==> src/rtl/smbr_pkg.sv <==
package smbr_pkg;

  typedef enum logic [1:0] {
    TXN_IDLE,
    TXN_WRITE,
    TXN_READ
  } txn_e;

  typedef enum logic [1:0] {
    ACC_BYTE,
    ACC_WORD,
    ACC_BLOCK
  } acc_e;

  function automatic acc_e acc_of(input logic [1:0] kind);
    case (kind)
      2'b00:   return ACC_BYTE;
      2'b01:   return ACC_WORD;
      default: return ACC_BLOCK;
    endcase
  endfunction

endpackage

==> src/rtl/smbr_crc8.sv <==
module smbr_crc8 (
  input  logic       clk,
  input  logic       rst_n,
  input  logic       clr_i,
  input  logic       upd_i,
  input  logic [7:0] data_i,
  output logic [7:0] crc_o
);

  logic [7:0] crc_q, crc_d;

  function automatic logic [7:0] fold(input logic [7:0] acc, input logic [7:0] din);
    logic [7:0] x;
    x = acc ^ din;
    for (int i = 0; i < 8; i++) begin
      x = x[7] ? ((x << 1) ^ 8'h07) : (x << 1);
    end
    return x;
  endfunction

  always_comb begin
    crc_d = crc_q;
    if (clr_i)      crc_d = fold(8'h00, data_i);
    else if (upd_i) crc_d = fold(crc_q, data_i);
  end

  always_ff @(posedge clk or negedge rst_n) begin
    if (!rst_n)              crc_q <= 8'h00;
    else if (clr_i || upd_i) crc_q <= crc_d;
  end

  assign crc_o = crc_q;

endmodule

==> src/rtl/smbr_regfile.sv <==
module smbr_regfile #(
  parameter  int NREG  = 32,
  localparam int IDX_W = $clog2(NREG)
) (
  input  logic             clk,
  input  logic             rst_n,
  input  logic             stg_we,
  input  logic [IDX_W-1:0] stg_idx,
  input  logic [7:0]       stg_byte,
  input  logic             commit,
  input  logic [IDX_W-1:0] base,
  input  logic [IDX_W:0]   ncommit,
  input  logic [IDX_W-1:0] rd_idx,
  output logic [7:0]       rd_byte
);

  logic [7:0]            stage [NREG];
  logic [NREG-1:0][7:0]  cells;

  always_ff @(posedge clk) begin
    if (stg_we) stage[stg_idx] <= stg_byte;
  end

  for (genvar j = 0; j < NREG; j++) begin : g_cell
    logic [IDX_W-1:0] off;
    logic             hit;
    logic [7:0]       cell_q;

    assign off = IDX_W'(j) - base;
    assign hit = commit && ({1'b0, off} < ncommit);

    always_ff @(posedge clk or negedge rst_n) begin
      if (!rst_n)   cell_q <= 8'h00;
      else if (hit) cell_q <= stage[off];
    end

    assign cells[j] = cell_q;
  end

  assign rd_byte = cells[rd_idx];

endmodule

==> src/rtl/smbus_reg_responder.sv <==
module smbus_reg_responder
  import smbr_pkg::*;
#(
  parameter int          NREG     = 32,
  parameter logic [6:0]  OWN_ADDR = 7'h3A
) (
  input  logic       clk,
  input  logic       rst_n,
  input  logic       pec_en,
  input  logic       ev_start,
  input  logic       ev_stop,
  input  logic       ev_addr,
  input  logic       addr_rd,
  input  logic       ev_rx,
  input  logic [7:0] rx_byte,
  output logic       ack_o,
  input  logic       ev_tx,
  input  logic       tx_nack,
  output logic [7:0] tx_byte,
  output logic       tx_drive
);

  localparam int IDX_W = $clog2(NREG);
  localparam int CNT_W = IDX_W + 1;
  localparam int PTR_W = IDX_W + 2;
  localparam logic [CNT_W-1:0] ONE  = CNT_W'(1);
  localparam logic [CNT_W-1:0] FULL = CNT_W'(NREG);

  // reset synchronizer: assert asynchronously, release on the clock
  logic rst_meta_q, rst_sync_n;
  always_ff @(posedge clk or negedge rst_n) begin
    if (!rst_n) begin
      rst_meta_q <= 1'b0;
      rst_sync_n <= 1'b0;
    end else begin
      rst_meta_q <= 1'b1;
      rst_sync_n <= rst_meta_q;
    end
  end

  txn_e             txn_q, txn_d;
  logic [PTR_W-1:0] ptr_q, ptr_d;
  logic             cmd_seen_q, cmd_seen_d, cnt_seen_q, cnt_seen_d;
  logic             over_q, over_d, pec_seen_q, pec_seen_d, pec_ok_q, pec_ok_d;
  logic             ack_q, ack_d, drive_q, drive_d;
  logic [CNT_W-1:0] blk_cnt_q, blk_cnt_d, nacc_q, nacc_d;
  logic [CNT_W-1:0] rd_cnt_q, rd_cnt_d, blk_len_q, blk_len_d;

  acc_e             acc;
  logic [IDX_W-1:0] base, rd_idx;
  logic [CNT_W-1:0] exp_n, rd_off;
  logic             in_wr, stg_we, commit, crc_clr, crc_upd;
  logic [7:0]       crc, rd_byte, crc_in;

  assign acc   = acc_of(ptr_q[PTR_W-1:IDX_W]);
  assign base  = ptr_q[IDX_W-1:0];
  assign in_wr = (txn_q == TXN_WRITE);

  always_comb begin
    case (acc)
      ACC_BYTE: exp_n = ONE;
      ACC_WORD: exp_n = CNT_W'(2);
      default:  exp_n = blk_cnt_q;
    endcase
  end

  assign commit = ev_stop && in_wr && cmd_seen_q && (nacc_q != '0) &&
                  (!pec_en || (pec_seen_q && pec_ok_q));

  always_comb begin
    txn_d      = txn_q;
    ptr_d      = ptr_q;
    cmd_seen_d = cmd_seen_q;
    cnt_seen_d = cnt_seen_q;
    over_d     = over_q;
    pec_seen_d = pec_seen_q;
    pec_ok_d   = pec_ok_q;
    ack_d      = ack_q;
    drive_d    = drive_q;
    blk_cnt_d  = blk_cnt_q;
    nacc_d     = nacc_q;
    rd_cnt_d   = rd_cnt_q;
    blk_len_d  = blk_len_q;
    stg_we     = 1'b0;
    if (ev_start) begin
      txn_d   = TXN_IDLE;
      drive_d = 1'b0;
    end else if (ev_stop) begin
      txn_d   = TXN_IDLE;
      drive_d = 1'b0;
      if (commit && acc == ACC_BLOCK) blk_len_d = nacc_q;
    end else if (ev_addr) begin
      if (addr_rd) begin
        txn_d    = TXN_READ;
        drive_d  = 1'b1;
        rd_cnt_d = '0;
      end else begin
        txn_d      = TXN_WRITE;
        drive_d    = 1'b0;
        cmd_seen_d = 1'b0;
        cnt_seen_d = 1'b0;
        over_d     = 1'b0;
        nacc_d     = '0;
        pec_seen_d = 1'b0;
        pec_ok_d   = 1'b0;
      end
    end else if (ev_rx) begin
      ack_d = 1'b0;
      if (in_wr) begin
        if (!cmd_seen_q) begin
          ptr_d      = rx_byte[PTR_W-1:0];
          cmd_seen_d = 1'b1;
          ack_d      = 1'b1;
        end else if (acc == ACC_BLOCK && !cnt_seen_q) begin
          cnt_seen_d = 1'b1;
          over_d     = rx_byte > 8'(NREG);
          blk_cnt_d  = (rx_byte > 8'(NREG)) ? FULL : rx_byte[CNT_W-1:0];
          ack_d      = 1'b1;
        end else if (nacc_q < exp_n) begin
          stg_we = 1'b1;
          nacc_d = nacc_q + ONE;
          ack_d  = 1'b1;
        end else if (pec_en && !pec_seen_q && !over_q) begin
          pec_seen_d = 1'b1;
          pec_ok_d   = (rx_byte == crc);
          ack_d      = 1'b1;
        end
      end
    end else if (ev_tx && txn_q == TXN_READ && drive_q) begin
      if (tx_nack) drive_d  = 1'b0;
      else         rd_cnt_d = rd_cnt_q + ONE;
    end
  end

  always_ff @(posedge clk or negedge rst_sync_n) begin
    if (!rst_sync_n) begin
      txn_q      <= TXN_IDLE;
      ptr_q      <= '0;
      cmd_seen_q <= 1'b0;
      cnt_seen_q <= 1'b0;
      over_q     <= 1'b0;
      pec_seen_q <= 1'b0;
      pec_ok_q   <= 1'b0;
      ack_q      <= 1'b0;
      drive_q    <= 1'b0;
      blk_cnt_q  <= '0;
      nacc_q     <= '0;
      rd_cnt_q   <= '0;
      blk_len_q  <= '0;
    end else begin
      txn_q      <= txn_d;
      ptr_q      <= ptr_d;
      cmd_seen_q <= cmd_seen_d;
      cnt_seen_q <= cnt_seen_d;
      over_q     <= over_d;
      pec_seen_q <= pec_seen_d;
      pec_ok_q   <= pec_ok_d;
      ack_q      <= ack_d;
      drive_q    <= drive_d;
      blk_cnt_q  <= blk_cnt_d;
      nacc_q     <= nacc_d;
      rd_cnt_q   <= rd_cnt_d;
      blk_len_q  <= blk_len_d;
    end
  end

  assign crc_clr = ev_addr && !addr_rd;
  assign crc_upd = ev_rx && in_wr;
  assign crc_in  = crc_clr ? {OWN_ADDR, 1'b0} : rx_byte;

  smbr_crc8 u_crc (
    .clk    (clk),
    .rst_n  (rst_sync_n),
    .clr_i  (crc_clr),
    .upd_i  (crc_upd),
    .data_i (crc_in),
    .crc_o  (crc)
  );

  assign rd_off = (acc == ACC_BLOCK) ? (rd_cnt_q - ONE) : rd_cnt_q;
  assign rd_idx = base + rd_off[IDX_W-1:0];

  smbr_regfile #(.NREG(NREG)) u_regs (
    .clk      (clk),
    .rst_n    (rst_sync_n),
    .stg_we   (stg_we),
    .stg_idx  (nacc_q[IDX_W-1:0]),
    .stg_byte (rx_byte),
    .commit   (commit),
    .base     (base),
    .ncommit  (nacc_q),
    .rd_idx   (rd_idx),
    .rd_byte  (rd_byte)
  );

  always_comb begin
    if (!drive_q)                               tx_byte = 8'hFF;
    else if (acc == ACC_BLOCK && rd_cnt_q == '0) tx_byte = 8'(blk_len_q);
    else                                        tx_byte = rd_byte;
  end

  assign ack_o    = ack_q;
  assign tx_drive = drive_q;

endmodule

==> config.mk <==
export PLATFORM = sky130hd
export DESIGN_NAME = smbus_reg_responder
export DESIGN_NICKNAME = d
export VERILOG_FILES = /design/src/rtl/smbr_pkg.sv /design/src/rtl/smbr_crc8.sv /design/src/rtl/smbr_regfile.sv /design/src/rtl/smbus_reg_responder.sv
export SDC_FILE = /design/constraint.sdc
export NUM_CORES = 2
export LEC_CHECK = 0
export ABC_AREA = 1
export BUFFER_PORTS_ARGS = -buffer_cell sky130_fd_sc_hd__buf_2
export CAP_MARGIN = 20
export CELL_PAD_IN_SITES_DETAIL_PLACEMENT = 1
export CELL_PAD_IN_SITES_GLOBAL_PLACEMENT = 1
export CORE_MARGIN = 2
export CORE_UTILIZATION = 45
export DETAILED_ROUTE_END_ITERATION = 7
export PLACE_DENSITY = 0.77
export SLEW_MARGIN = 20
export SYNTH_ARGS = -nofsm -noshare
export SYNTH_HDL_FRONTEND = slang
export SYNTH_HIERARCHICAL = 1
export SYNTH_SLANG_ARGS = --single-unit
==> constraint.sdc <==
create_clock -name clk -period 14 [get_ports clk]
set_clock_uncertainty 0.2 [all_clocks]
set_input_delay 0 -clock clk [delete_from_list [all_inputs] [get_ports clk]]
set_output_delay 0 -clock clk [all_outputs]
set_load 0.02 [all_outputs]
==> summary.md <==
| Metric | Value |
|---|---|
| Nets | `5926` |
| Top cells by area, synth | `nand3_1 (26%), nand2_1 (22%), edfxtp_1 (19%)` |
| Worst Tran Pin Value | `1.43 ns` |
| Worst Path Arrival | `5.38 ns` |
| Core footprint | `0.0885 mm2` |
| Area delta synth->final | `8.72%` |
| Min Tclk post-route | `5.58 ns` |
| Crit path depth | `15` |
| PostCTS Resize Cnt | `0` |
| Root buf cell | `clkbuf_16` |
| Sequential fraction of the synthesis area | `38.2%` |
| EDFF count, synth | `256` |
| CP top delay family | `buffers and inverters` |
| Vias/cell | `6.53` |
| Synthesized area | `0.0402 mm2` |
| Number of port buffers | `27` |
| #FFs+latches synth | `562` |
| Share of layout cells above drive strength 1 | `5.89%` |
| Met3 Use GR | `21.2%` |
| Syn_nets | `6038` |
| CP startpoint | `ptr_q[6]` |
| Row Count | `109` |
| Met1 usage | `60.2%` |
| Ys Warns | `6` |
| Status | `finished clean` |
| Async set-reset flop share out of synthesis | `54.4%` |
| Worst path most repeated cell | `nand2_1` |
| Grt met2 use | `65.8%` |
| Most used routing layer in global routing | `met2` |
| Num CTS Buffers | `70` |
| Post-DP Area | `0.0410 mm2` |
| Multi-input gate area | `0.0226 mm2` |
| Dominant cell type by area after synthesis | `nand3_1` |
| Register area | `0.0154 mm2` |
| Worst setup endpoint | `tx_byte[7]` |
| RSZ-0062 raised after global routing | `false` |
| Fmax | `179 MHz` |
| Die height | `303 um` |
| DRC violation count after routing | `0` |
| Ports | `28` |
| Reg2Reg Capture Point | `u_regs/g_cell[21].cell_q[2]` |
| Largest stage delay, worst path | `0.75 ns` |
| Top cell type's share of synthesized area | `25.8%` |
| Routed len/inst | `31.8 um` |
| RR Startpoint | `ptr_q[2]` |
| Reg2reg path depth | `16` |
| Fillers | `11.5k` |
| Drt first pass iters | `8` |
| Worst path slowest cell | `dfrtp_1` |
| Initial antenna violation count | `38` |
| Max-slew headroom | `4.98%` |
| Final Wtd Congestion | `1.06` |
| Die W | `303 um` |
| Vias in the first global route | `44.1k` |
| Final instance area | `0.0437 mm2` |
| Power Dens Cells | `156 mW/mm2` |
| Max-cap violation count | `0` |
| Setup-failing EPs final | `0` |
| CP required | `13.80 ns` |
| Synth Flop Type | `dfrtp_1` |
| Final Hold Violating Endpoints | `0` |
| First-pass GRT wire length | `315000 um` |
| Worst-Skew Late Latency | `0.67 ns` |
| Leakage | `0.0205 uW` |
| Routed wire length | `224000 um` |
| Setup CP Type | `register to primary output` |
| Critical Path End Type | `primary output` |
| Period utilization | `39.9%` |
| DR vias | `46.2k` |
| Max H-tree Level | `3` |
| TritonCTS clock tree | `yes` |
| Total grt overflow | `0` |
| Peak supply drop | `0.000147 V` |
| Post-synthesis cell type count | `52` |
| Routed Antenna Nets | `0` |
| CP max FO | `52` |
| Cells after Synth | `5933` |
| CTS Buffer Depth | `3` |
| Starting Density | `45.4%` |
| Crit path cell chain | `inv_2 > nand2_1 > o21ai_0 > fa_2 > buf_4 > inv_1 > buf_4 > nand3_1 > nand3_1 > a21oi_1 > nor2_1 > a21oi_1 > nand2_1 > nand2_1 > buf_2` |
| CP startpoint kind | `register` |
| DR iter-0 viols | `6219` |
| Largest net degree at the start of global routing | `210` |
| Reg-to-reg setup timing slack | `8.47 ns` |
| Crit path buffers/inverters | `5` |
| Setup TNS | `0 ns` |
| Hold Crit Class | `input port to register` |
| Clock transition at path regs | `0.06 ns` |
| Final max-slew violation count | `0` |
| Detailed-placement wirelength estimate | `164000 um` |
| Die area | `0.0917 mm2` |
| Num Clock Sinks | `562` |
| GRT Total Usage | `48.5%` |
| Avg Cell Area, Syn | `6.77 um2` |
## metal layers
layer | wire, um | vias to the layer above
met1 | 83500 | 22600
met2 | 88000 | 2824
met4 | 19400 | 34
met5 | 277 | -
li1 | - | 19900
met3 | 33200 | 750
## synth_stat cells (all sizes together), types with 10 or more instances
master and number:
nor2 125, edfxtp 256, nand3 2073, buf 240, a21oi 53, ha 86
o31ai 10, nand2 2318, clkbuf 91, xor2 38, dfrtp 306, a22oi 30
inv 188, o21ai 50, xnor2 14, a21o 14
## stage by stage
stage | instances | utilization (%) | worst slack [ns] | hold slack (ns) | power (uW)
3_5_place_dp | 6884 | 46.3 | 8.56 | -0.412 | 4740
5_1_grt | 7041 | 49.3 | 8.26 | 0.170 | 6960
4_1_cts | 7038 | 49.3 | 8.53 | 0.101 | 6630
2_1_floorplan | 5933 | - | 4.64 | -0.496 | 3410
3_3_place_gp | 6884 | 46.3 | 8.63 | -0.414 | 4700
6_report | 7067 | 49.4 | 8.42 | 0.137 | 6820
## cell type report
cell class,count,area share [%]
Sequential cell,562,35.2
Timing Repair Buffer,147,2.63
Multi-Input combinational cell,4849,51.7
Antenna cell,29,0.166
Inverter,191,1.68
Tap cell,1165,3.34
Clock inverter,31,0.702
Clock buffer,93,4.59
## power by group
group | internal [uW] | switching, uW
Combinational | 633 | 2510
Clock | 1090 | 793
Sequential | 1750 | 46.5
Total | 3470 | 3350
## worst min path at each step
stage / startpoint / slack [ns] / depth (start not counted) / to
final: ev_addr / 0.14 / 3 / rd_cnt_q[4]
after global routing: rst_meta_q / 0.17 / 0 / rst_sync_n
after CTS: ev_addr / 0.10 / 3 / rd_cnt_q[4]
after detailed placement: rst_n / -0.41 / 1 / rst_meta_q
after global placement: rst_n / -0.41 / 1 / rst_meta_q
after floorplan: rst_n / -0.50 / 0 / rst_meta_q
## sequential cells by signal, indices dropped and copies added, names as in the netlist, 2 cells and up
name / flops
blk_len_q: 6
blk_cnt_q: 6
u_regs/stage: 256
rd_cnt_q: 6
nacc_q: 6
txn_q: 2
ptr_q: 7
u_crc/crc_o: 8
u_regs/g_cell.cell_q: 256
## cells by family after synthesis
logic type	after synthesis	share of synthesized area, %
AOI/OAI and AO/OA	171	2.70
xor gates and xnor gates	52	1.44
adders and majority gates	87	2.73
buffers and inverters	522	5.84
DFF	562	38.2
other	1	0.00933
and+or+nand+nor	4538	49.1
## placed cells by master, fill, tap and decap left out, types with 29 or more instances in the layout
cell,count
nand2_1,2309
clkbuf_16,75
buf_4,87
inv_1,133
diode_2,29
a22oi_1,30
edfxtp_1,256
dlygate4sd3_1,30
ha_1,83
o21ai_0,29
inv_2,48
a21oi_1,51
dfrtp_1,300
nand3_1,2073
nor2_1,112
## what timing repair did
item                                   4_1_cts  5_1_grt
buffers inserted                             0        0
hold buffers                                30        0
endpoints found under the hold margin      302        0
## worst reg2reg max path, delay by kind of cell (launching register included)
kind | cells | cell delay [ns]
buffers and inverters | 9 | 3.18
flip-flops | 1 | 0.39
adder cells (fa/ha/maj) | 2 | 1.00
AND/OR/NAND/NOR | 5 | 0.69
Note: power is estimated with default switching activity, not from simulation.
